[src/rtl/fwd_pkg.sv]
package fwd_pkg;
    typedef enum logic [1:0] {
        SEL_RF  = 2'b00,
        SEL_WB  = 2'b01,
        SEL_EXM = 2'b10
    } fwd_sel_e;
endpackage

[src/rtl/fwd_operand_sel.sv]
module fwd_operand_sel
    import fwd_pkg::*;
#(
    parameter int AW       = 5,
    parameter bit LOAD_BLK = 1'b0
) (
    input  logic [AW-1:0] rs,
    input  logic [AW-1:0] mem_rd,
    input  logic          mem_regwrite,
    input  logic          mem_memread,
    input  logic [AW-1:0] wb_rd,
    input  logic          wb_regwrite,
    output fwd_sel_e      sel
);
    typedef struct packed {
        logic     mem_hit;
        logic     wb_hit;
        logic     blocked;
        fwd_sel_e sel;
    } sel_st_t;

    sel_st_t st_d;

    always_comb begin
        st_d         = '0;
        st_d.mem_hit = mem_regwrite && (mem_rd != '0) && (mem_rd == rs);
        st_d.wb_hit  = wb_regwrite && (wb_rd != '0) && (wb_rd == rs);
        st_d.blocked = LOAD_BLK && mem_memread && st_d.mem_hit;
        if (st_d.blocked)       st_d.sel = SEL_RF;
        else if (st_d.mem_hit)  st_d.sel = SEL_EXM;
        else if (st_d.wb_hit)   st_d.sel = SEL_WB;
        else                    st_d.sel = SEL_RF;
    end

    assign sel = st_d.sel;

    always_comb begin
        if (sel == SEL_WB)
            assert_wb_sel_needs_write_R4: assert (wb_regwrite && wb_rd == rs);
        if (sel == SEL_EXM)
            assert_exm_sel_needs_write_R4: assert (mem_regwrite && mem_rd == rs);
    end
endmodule

[src/rtl/fwd_store_sel.sv]
module fwd_store_sel #(
    parameter int AW = 5
) (
    input  logic [AW-1:0] mem_rs2,
    input  logic          mem_memwrite,
    input  logic [AW-1:0] wb_rd,
    input  logic          wb_regwrite,
    input  logic          wb_memread,
    output logic          sel
);
    typedef struct packed {
        logic ld_ok;
        logic idx_eq;
        logic sel;
    } st_st_t;

    st_st_t st_d;

    always_comb begin
        st_d        = '0;
        st_d.ld_ok  = wb_memread && wb_regwrite && (wb_rd != '0);
        st_d.idx_eq = (wb_rd == mem_rs2);
        st_d.sel    = st_d.ld_ok && mem_memwrite && st_d.idx_eq;
    end

    assign sel = st_d.sel;

    always_comb begin
        if (sel)
            assert_store_fwd_only_ld_sd_R8: assert (wb_memread && mem_memwrite);
    end
endmodule

[src/rtl/fwd_mux3.sv]
module fwd_mux3
    import fwd_pkg::*;
#(
    parameter int DW = 64
) (
    input  fwd_sel_e      sel,
    input  logic [DW-1:0] rf_val,
    input  logic [DW-1:0] exm_val,
    input  logic [DW-1:0] wb_val,
    output logic [DW-1:0] y
);
    always_comb begin
        unique case (sel)
            SEL_EXM: y = exm_val;
            SEL_WB:  y = wb_val;
            default: y = rf_val;
        endcase
    end
endmodule

[src/rtl/fwd_unit.sv]
module fwd_unit
    import fwd_pkg::*;
#(
    parameter int AW = 5,
    parameter int DW = 64
) (
    input  logic [AW-1:0] id_rs1,
    input  logic [AW-1:0] id_rs2,
    input  logic [AW-1:0] ex_rs1,
    input  logic [AW-1:0] ex_rs2,
    input  logic [AW-1:0] mem_rd,
    input  logic [AW-1:0] mem_rs2,
    input  logic          mem_regwrite,
    input  logic          mem_memread,
    input  logic          mem_memwrite,
    input  logic [AW-1:0] wb_rd,
    input  logic          wb_regwrite,
    input  logic          wb_memread,
    input  logic [DW-1:0] id_rf_a,
    input  logic [DW-1:0] id_rf_b,
    input  logic [DW-1:0] ex_rf_a,
    input  logic [DW-1:0] ex_rf_b,
    input  logic [DW-1:0] mem_alu_result,
    input  logic [DW-1:0] mem_store_data,
    input  logic [DW-1:0] wb_result,
    output logic [1:0]    ex_sel_a,
    output logic [1:0]    ex_sel_b,
    output logic [1:0]    id_sel_a,
    output logic [1:0]    id_sel_b,
    output logic          st_sel,
    output logic [DW-1:0] ex_opnd_a,
    output logic [DW-1:0] ex_opnd_b,
    output logic [DW-1:0] id_cmp_a,
    output logic [DW-1:0] id_cmp_b,
    output logic [DW-1:0] mem_wdata
);
    localparam int NOPS = 2;
    localparam int NGRP = 2;  // group 0: execute ALU, group 1: decode comparator

    logic [AW-1:0] rs_arr  [NGRP][NOPS];
    logic [DW-1:0] rf_arr  [NGRP][NOPS];
    fwd_sel_e      sel_arr [NGRP][NOPS];
    logic [DW-1:0] out_arr [NGRP][NOPS];
    logic          st_sel_d;

    assign rs_arr[0][0] = ex_rs1;
    assign rs_arr[0][1] = ex_rs2;
    assign rs_arr[1][0] = id_rs1;
    assign rs_arr[1][1] = id_rs2;
    assign rf_arr[0][0] = ex_rf_a;
    assign rf_arr[0][1] = ex_rf_b;
    assign rf_arr[1][0] = id_rf_a;
    assign rf_arr[1][1] = id_rf_b;

    for (genvar g = 0; g < NGRP; g++) begin : g_grp
        for (genvar k = 0; k < NOPS; k++) begin : g_op
            fwd_operand_sel #(.AW(AW), .LOAD_BLK(g == 1)) i_sel (
                .rs           (rs_arr[g][k]),
                .mem_rd       (mem_rd),
                .mem_regwrite (mem_regwrite),
                .mem_memread  (mem_memread),
                .wb_rd        (wb_rd),
                .wb_regwrite  (wb_regwrite),
                .sel          (sel_arr[g][k])
            );
            fwd_mux3 #(.DW(DW)) i_mux (
                .sel     (sel_arr[g][k]),
                .rf_val  (rf_arr[g][k]),
                .exm_val (mem_alu_result),
                .wb_val  (wb_result),
                .y       (out_arr[g][k])
            );
        end
    end

    fwd_store_sel #(.AW(AW)) i_store_sel (
        .mem_rs2      (mem_rs2),
        .mem_memwrite (mem_memwrite),
        .wb_rd        (wb_rd),
        .wb_regwrite  (wb_regwrite),
        .wb_memread   (wb_memread),
        .sel          (st_sel_d)
    );

    assign ex_sel_a  = sel_arr[0][0];
    assign ex_sel_b  = sel_arr[0][1];
    assign id_sel_a  = sel_arr[1][0];
    assign id_sel_b  = sel_arr[1][1];
    assign ex_opnd_a = out_arr[0][0];
    assign ex_opnd_b = out_arr[0][1];
    assign id_cmp_a  = out_arr[1][0];
    assign id_cmp_b  = out_arr[1][1];
    assign st_sel    = st_sel_d;
    assign mem_wdata = st_sel_d ? wb_result : mem_store_data;

    always_comb begin
        if (ex_sel_a != SEL_RF)
            assert_no_fwd_from_x0_R3: assert (ex_rs1 != '0);
        if (mem_regwrite && mem_rd != '0 && mem_rd == ex_rs1)
            assert_exm_priority_R2: assert (ex_sel_a == SEL_EXM);
        if (mem_memread && mem_regwrite && mem_rd != '0 && mem_rd == id_rs1)
            assert_cmp_load_block_R6: assert (id_sel_a == SEL_RF);
        if (id_sel_b == SEL_EXM)
            assert_cmp_exm_data_R5: assert (id_cmp_b == mem_alu_result);
        if (st_sel)
            assert_store_fwd_data_R7: assert (mem_wdata == wb_result && wb_rd == mem_rs2);
        if (ex_sel_b == SEL_WB)
            assert_wb_data_R1: assert (ex_opnd_b == wb_result);
    end
endmodule

[config.mk]
export PLATFORM = sky130hd
export DESIGN_NAME = fwd_unit
export DESIGN_NICKNAME = d
export VERILOG_FILES = /design/src/rtl/fwd_pkg.sv /design/src/rtl/fwd_operand_sel.sv /design/src/rtl/fwd_store_sel.sv /design/src/rtl/fwd_mux3.sv /design/src/rtl/fwd_unit.sv
export SDC_FILE = /design/constraint.sdc
export NUM_CORES = 1
export LEC_CHECK = 0
export BUFFER_PORTS_ARGS = -buffer_cell sky130_fd_sc_hd__buf_2
export CAP_MARGIN = 20
export CORE_AREA = 2 2 323 325
export DETAILED_ROUTE_END_ITERATION = 6
export DIE_AREA = 0 0 325 327
export PLACE_DENSITY_LB_ADDON = 0.05
export SLEW_MARGIN = 20
export SYNTH_ARGS = -nofsm -noshare
export SYNTH_HDL_FRONTEND = slang
export SYNTH_SLANG_ARGS = --single-unit
[constraint.sdc]
create_clock -name vclk -period 4.95
set_input_delay 1.485 -clock vclk [all_inputs]
set_output_delay 1.485 -clock vclk [all_outputs]
set_load 0.005 [all_outputs]
==> flow_summary.json, run 1 <==
{
  "first_global_vias": 12300,
  "worst-path-max-fanout": 6,
  "violations": "setup timing",
  "fmax_ghz": 0.199,
  "totalWireLength_mm": 81.2,
  "ant_nets": 0,
  "arrival_ns": 3.54,
  "vdd_ir_drop_max_mv": 0.0232,
  "portBuffers": 817,
  "vias": 11800,
  "cts_hold_buf": 0,
  "via_per_inst": 3.57,
  "stdcell_count": 3295,
  "nClkBuffers": 0,
  "tightest_slew_ns": 0.430,
  "grt_remaining_overflow": 0,
  "drt_iter0_markers": 515,
  "antenna_found_initial": 19,
  "path_buf_inv": 5,
  "synth.area.top_cells": "o221a_1, nand2_1, mux2_2",
  "fin_ws_ns": -0.0706,
  "path_class": "input port to primary output",
  "ys_seq_area_frac": 0,
  "grt_max_degree": 43,
  "syn-num-nets": 1520,
  "fillCellCount": 12100,
  "required_ns": 3.46,
  "drv_cap": 0,
  "first_pass_iters": 5,
  "synth.largest_area_cell": "o221a_1",
  "p_total_mw": 1.03,
  "hpwl_mm": 63.0,
  "slowest_delay_ns": 0.54,
  "drive_gt1_frac": 0.609,
  "slew_headroom": 0.713,
  "syn_to_final_growth_pct": 123,
  "yosysUniqueCellTypes": 36,
  "core_area_um2": 103000,
  "finalSetupViolations": 75,
  "gp_congestion": 0.824,
  "cpLargestDelayFamily": "simple AND/OR/NAND/NOR gates",
  "dp_slack_ns": -0.400,
  "min_from": "mem_store_data[38]",
  "die_x_um": 325,
  "die_area_um2": 106000,
  "grt_pass1_wl_mm": 104,
  "report.final.slew_viol_count": 0,
  "design.seq.count": 0,
  "critPathCaptureType": "primary output",
  "syn_inst": 1032,
  "post-route-min-period_ns": 5.02,
  "min_to": "mem_wdata[38]",
  "die_h_um": 327,
  "drc": 0,
  "power_density_nw_per_um2": 71.2,
  "avgSynthCellArea_um2": 6.30,
  "rows": 118,
  "grt_setup_unrepaired": "yes",
  "startpoint_type": "input port",
  "synth_top_area_frac": 0.208,
  "cp.depth": 10,
  "crit_chain": "buf_8 -> or4_4 -> o21ai_4 -> nor2_2 -> nand4_1 -> buf_12 -> clkbuf_16 -> buf_6 -> mux2_2 -> buf_2",
  "initial_core_util": 0.0632,
  "netlist_area_um2": 6500,
  "grt_usage": 0.136,
  "hold_path.class": "input port to primary output",
  "p_leak_nw": 6.75,
  "status": "complete, but fails checks",
  "fin_crit_sh": 1.01,
  "io_pins": 817,
  "whs_path_depth": 3,
  "regArea_um2": 0,
  "layout.nets": 2400,
  "ys.warnings.count": 0,
  "cp_slowest_cell": "or4_4",
  "dp.cells": 3244,
  "hold_violations": 0,
  "post_drt_wl_per_cell_um": 24.7
}
==> placed cells by master (no fill, tap or decap), types with 3 or more instances in the layout <==
cell	synthesis	routed
xnor2_2	0	5
buf_12	0	38
o221a_4	0	9
a31oi_1	78	68
nand2b_1	61	61
xnor2_1	27	22
buf_4	5	98
nand4_1	6	6
or2b_1	4	4
diode_2	0	5
buf_8	0	6
nand2_1	207	206
buf_2	36	783
nor2_1	133	132
xor2_1	18	18
o221a_1	120	118
buf_6	19	47
mux2_4	0	19
clkbuf_16	0	8
buf_16	0	10
inv_1	6	6
a21oi_1	99	98
a31oi_2	0	9
nand3_1	4	3
mux2_2	64	45
or2_2	64	64
==> synth_stat cells, drive strengths merged <==
| cell | count |
|---|---|
| inv | 7 |
| nand2b | 61 |
| or3 | 2 |
| nor3 | 4 |
| nand4 | 6 |
| or2 | 65 |
| clkbuf | 49 |
| mux2i | 2 |
| mux2 | 64 |
| o21bai | 1 |
| nor4 | 3 |
| and3 | 2 |
| xor2 | 18 |
| a31oi | 78 |
| o21ai | 1 |
| buf | 63 |
| or2b | 4 |
| or4 | 2 |
| a21oi | 99 |
| nand2 | 207 |
| nand3 | 4 |
| nor2 | 133 |
| a21bo | 1 |
| a21boi | 1 |
| o221a | 128 |
| xnor2 | 27 |
==> routing by layer <==
layer	vias up	global-route usage	wire length, um
li1	5515	-	-
met1	5724	0.153	32300
met2	467	0.270	43700
met3	48	0.0292	4450
met4	22	0.00896	669
met5	-	0	135
==> worst max path at each step <==
stage,slack (ns),startpoint,end
5_1_grt,-0.12,wb_rd[4],mem_wdata[23]
3_3_place_gp,-0.42,wb_rd[0],id_cmp_b[33]
3_5_place_dp,-0.40,wb_rd[0],id_cmp_b[33]
6_report,-0.07,wb_rd[4],mem_wdata[4]
2_1_floorplan,0.30,wb_rd[0],mem_wdata[14]
4_1_cts,-0.09,wb_rd[4],id_cmp_a[58]
==> repair_timing <==
action                     4_1_cts  5_1_grt
setup endpoints to repair      305      264
buffers inserted                23        9
cloned                           6       11
resized for setup               54       84
pin swaps                       27       54
==> per-stage QoR <==
step | TNS [ns] | util | hold WS (ns) | cell area [um^2]
finish | -1.55 | 0.141 | 3.26 | 14500
global route | -15.14 | 0.141 | 3.27 | 14500
CTS | -7.40 | 0.134 | 3.26 | 13800
detailed placement | -53.48 | 0.128 | 3.26 | 13100
global placement | -52.72 | 0.128 | 3.26 | 13100
floorplan | 0 | - | 3.07 | 6500
==> cells by family (layout without fill, tap and decap cells) <==
family	after synthesis	in the layout	share of synthesized area
mux	66	66	0.114
compound gates	309	309	0.379
buf+inv	119	997	0.101
other cells	0	5	0
xor+xnor	45	45	0.0606
simple gates	493	493	0.345
==> power breakdown <==
group,total [mW],switching [mW],internal [mW]
clock network,0.0000000258,0,0.0000000258
logic,1.03,0.517,0.516
registers,0,0,0
==> final cells by class <==
class | instances | area [um^2] | area share
repair buffers | 990 | 6510 | 0.449
multi-input cells | 913 | 6230 | 0.429
inverters | 7 | 27.5 | 0.00190
diodes | 5 | 12.5 | 0.000863
well taps | 1380 | 1730 | 0.119
No activity file was read; power rests on OpenSTA's default activity.
==> run 2: changes to the inputs <==
==> constraint.sdc (replaced) <==
create_clock -name vclk -period 4.95
set_input_delay 0.99 -clock vclk [all_inputs]
set_output_delay 0.99 -clock vclk [all_outputs]
set_load 0.005 [all_outputs]
==> flow_summary.json, run 2 (synthesized netlist as in run 1, its figures left out) <==
{
  "status": "finished, final reports clean",
  "hold_path.class": "input port to primary output",
  "slew_headroom": 0.412,
  "drv_cap": 0,
  "report.final.slew_viol_count": 0,
  "fillCellCount": 12300,
  "gp_congestion": 0.816,
  "most-common-layout-cells": "buf_2, nand2_1, nor2_1",
  "finalSetupViolations": 0,
  "fin_tns_setup_ns": 0,
  "startpoint_type": "input port",
  "io_pins": 817,
  "syn_to_final_growth_pct": 86.4,
  "vdd_ir_drop_max_mv": 0.0194,
  "nClkBuffers": 0,
  "post_drt_wl_per_cell_um": 22.9,
  "via_per_inst": 3.51,
  "post_cts_buffers": 0,
  "grt_usage": 0.127,
  "worst-path-max-fanout": 46,
  "dpl_cell_area_um2": 12100,
  "ant_nets": 0,
  "vias": 11100,
  "drive_gt1_frac": 0.563,
  "tightest_slew_ns": 0.882,
  "final_common_cell": "buf_2",
  "rows": 118,
  "grt_remaining_overflow": 0,
  "hold_violations": 0,
  "fmax_ghz": 0.223,
  "dp.cells": 3146,
  "stdcell_count": 3153,
  "post-route-min-period_ns": 4.49,
  "totalWireLength_mm": 72.1,
  "die_h_um": 327,
  "grt_setup_unrepaired": "no",
  "initial_core_util": 0.0632,
  "hpwl_mm": 59.4,
  "die_x_um": 325,
  "arrival_ns": 3.50,
  "core_area_um2": 103000,
  "layout.nets": 2256,
  "grt_max_degree": 73,
  "cts_hold_buf": 0,
  "die_area_um2": 106000,
  "final_area_um2": 12100,
  "required_ns": 3.96,
  "drc": 0,
  "p_leak_nw": 5.54,
  "regArea_um2": 0,
  "antenna_found_initial": 22,
  "critPathCaptureType": "primary output",
  "drt_iter0_markers": 461,
  "design.seq.count": 0,
  "path_class": "input port to primary output",
  "grt_pass1_wl_mm": 97.3,
  "cts_resized": 0,
  "fin_hold_ws_ns": 2.27,
  "fin_crit_sh": 0.906,
  "power_density_nw_per_um2": 73.3,
  "first_pass_iters": 5,
  "final_util": 0.118,
  "portBuffers": 817,
  "first_global_vias": 11700
}
-- run 2: changes by cell type in the layout (fill, tap and decap cells not counted), sizes merged --
cell,previous run,this run
diode,5,7
buf,982,846
clkbuf,8,0
-- run 2: metal layers --
metal,track usage,share of wire,up-vias
li1,-,-,5221
met1,0.137,0.38,5319
met2,0.254,0.55,459
met3,0.0283,0.058,53
met4,0.0177,0.014,18
met5,0,0.0013,-
-- run 2: path summary, 6_finish.rpt --
check / start / end / slack [ns] / cells past startpoint
setup / recovery: mem_rd[3] / ex_opnd_b[0] / 0.46 / 10
hold / removal: mem_store_data[61] / mem_wdata[61] / 2.27 / 3
-- run 2: where the power goes --
group          switching (mW)  internal (mW)  leakage [nW]
clock                       0    0.000000136     0.0000444
sequential                  0              0             0
combinational           0.467          0.421          5.54
-- run 2: metrics by stage --
stage,power [mW],setup slack (ns)
after floorplan,0.314,1.29
after global placement,0.923,0.208
after detailed placement,0.915,0.214
after CTS,0.919,0.213
after global routing,0.972,0.174
final,0.888,0.464
-- run 2: layout make-up --
class	count	area, um^2	area share
repair buffers	846	4440	0.367
inverters	7	27.5	0.00227
well taps	1380	1730	0.143
multi-input cells	913	5900	0.487
diodes	7	17.5	0.00145
-- run 2: critical path, stage by stage --
cell      delay [ns]
buf_2           0.18
nor4_2          0.08
a21boi_0        0.45
nand4_1         0.25
buf_4           0.21
clkinv_2        0.04
buf_4           0.65
a21oi_1         0.08
a21oi_1         0.33
buf_2           0.20
==> run 3: changes to the inputs <==
==> constraint.sdc (replaced) <==
create_clock -name vclk -period 4.95
set_input_delay 0 -clock vclk [all_inputs]
set_output_delay 0 -clock vclk [all_outputs]
set_load 0.05 [all_outputs]
==> flow_summary.json, run 3 (synthesized netlist as in run 1, its figures left out) <==
{
  "first_global_vias": 11600,
  "power_density_nw_per_um2": 128,
  "ant_nets": 0,
  "post-route-min-period_ns": 3.02,
  "finalSetupViolations": 0,
  "core_area_um2": 103000,
  "critPathCaptureType": "primary output",
  "path_class": "input port to primary output",
  "totalWireLength_mm": 72.1,
  "fin_tns_setup_ns": 0,
  "grt_pass1_wl_mm": 97.2,
  "cts_resized": 0,
  "arrival_ns": 3.02,
  "fmax_ghz": 0.331,
  "drt_iter0_markers": 481,
  "die_x_um": 325,
  "p_leak_nw": 5.45,
  "die_area_um2": 106000,
  "slew_headroom": 0.329,
  "vias": 11100,
  "rows": 118,
  "report.final.slew_viol_count": 0,
  "most-common-layout-cells": "buf_2, nand2_1, nor2_1",
  "drv_cap": 0,
  "dp.cells": 3140,
  "startpoint_type": "input port",
  "first_pass_iters": 5,
  "grt_remaining_overflow": 0,
  "status": "finished, final reports clean",
  "required_ns": 4.95,
  "drc": 0,
  "portBuffers": 817,
  "nClkBuffers": 0,
  "cts_hold_buf": 0,
  "design.seq.count": 0,
  "grt_max_degree": 80,
  "hpwl_mm": 59.2,
  "post_drt_wl_per_cell_um": 22.9,
  "fillCellCount": 12300,
  "gp_congestion": 0.814,
  "fin_crit_sh": 0.610,
  "die_h_um": 327,
  "via_per_inst": 3.51,
  "hold_path.class": "input port to primary output",
  "hold_violations": 0,
  "tightest_slew_ns": 1.01,
  "vdd_ir_drop_max_mv": 0.0366,
  "post_cts_buffers": 0,
  "final_common_cell": "buf_2",
  "drive_gt1_frac": 0.562,
  "regArea_um2": 0,
  "initial_core_util": 0.0632,
  "grt_usage": 0.127,
  "antenna_found_initial": 23,
  "syn_to_final_growth_pct": 83.8,
  "stdcell_count": 3149,
  "io_pins": 817,
  "whs_path_depth": 4,
  "layout.nets": 2250,
  "worst-path-max-fanout": 37,
  "grt_setup_unrepaired": "no"
}
## run 3: where the power goes
group | leakage (nW) | internal [mW] | total, mW | switching [mW]
clock | 0.0000570 | 0.000000124 | 0.000000124 | 0
sequential | 0 | 0 | 0 | 0
combinational | 5.45 | 0.420 | 1.53 | 1.11
## run 3: cell type report
| type | count | area [um^2] | share of cell area |
|---|---|---|---|
| antenna | 9 | 22.5 | 0.00188 |
| inverter | 7 | 27.5 | 0.00230 |
| multi-input combinational | 913 | 5900 | 0.494 |
| tap | 1380 | 1730 | 0.144 |
| timing repair buffer | 840 | 4270 | 0.358 |
## run 3: metal layers
layer,global-route usage,wire length (um),up-vias
li1,-,-,5212
met1,0.141,27600,5282
met2,0.250,38900,488
met3,0.0307,4640,52
met4,0.0149,765,26
met5,0,158,-
## run 3: worst max-delay path, cell delays in order
cell      delay [ns]
buf_2           0.16
nor4_2          0.31
a21boi_0        0.27
nand4_1         0.29
clkinv_2        0.80
a21oi_1         0.73
a21oi_1         0.18
buf_2           0.24
## run 3: final timing paths
kind | from | end | slack, ns
hold / removal | ex_rf_b[63] | ex_opnd_b[63] | 0.40
setup / recovery | mem_rd[0] | ex_opnd_b[54] | 1.93
## run 3: stage by stage
stage / area [um^2] / hold slack [ns] / total power, mW / util / worst slack, ns
global route: 11900 / 0.412 / 1.61 / 0.116 / 1.77
floorplan: 6500 / 0.276 / 0.958 / - / 2.66
global placement: 11900 / 0.400 / 1.56 / 0.116 / 1.88
finish: 12000 / 0.397 / 1.53 / 0.116 / 1.93
detailed placement: 11900 / 0.401 / 1.55 / 0.116 / 1.84
CTS: 11900 / 0.402 / 1.56 / 0.116 / 1.85
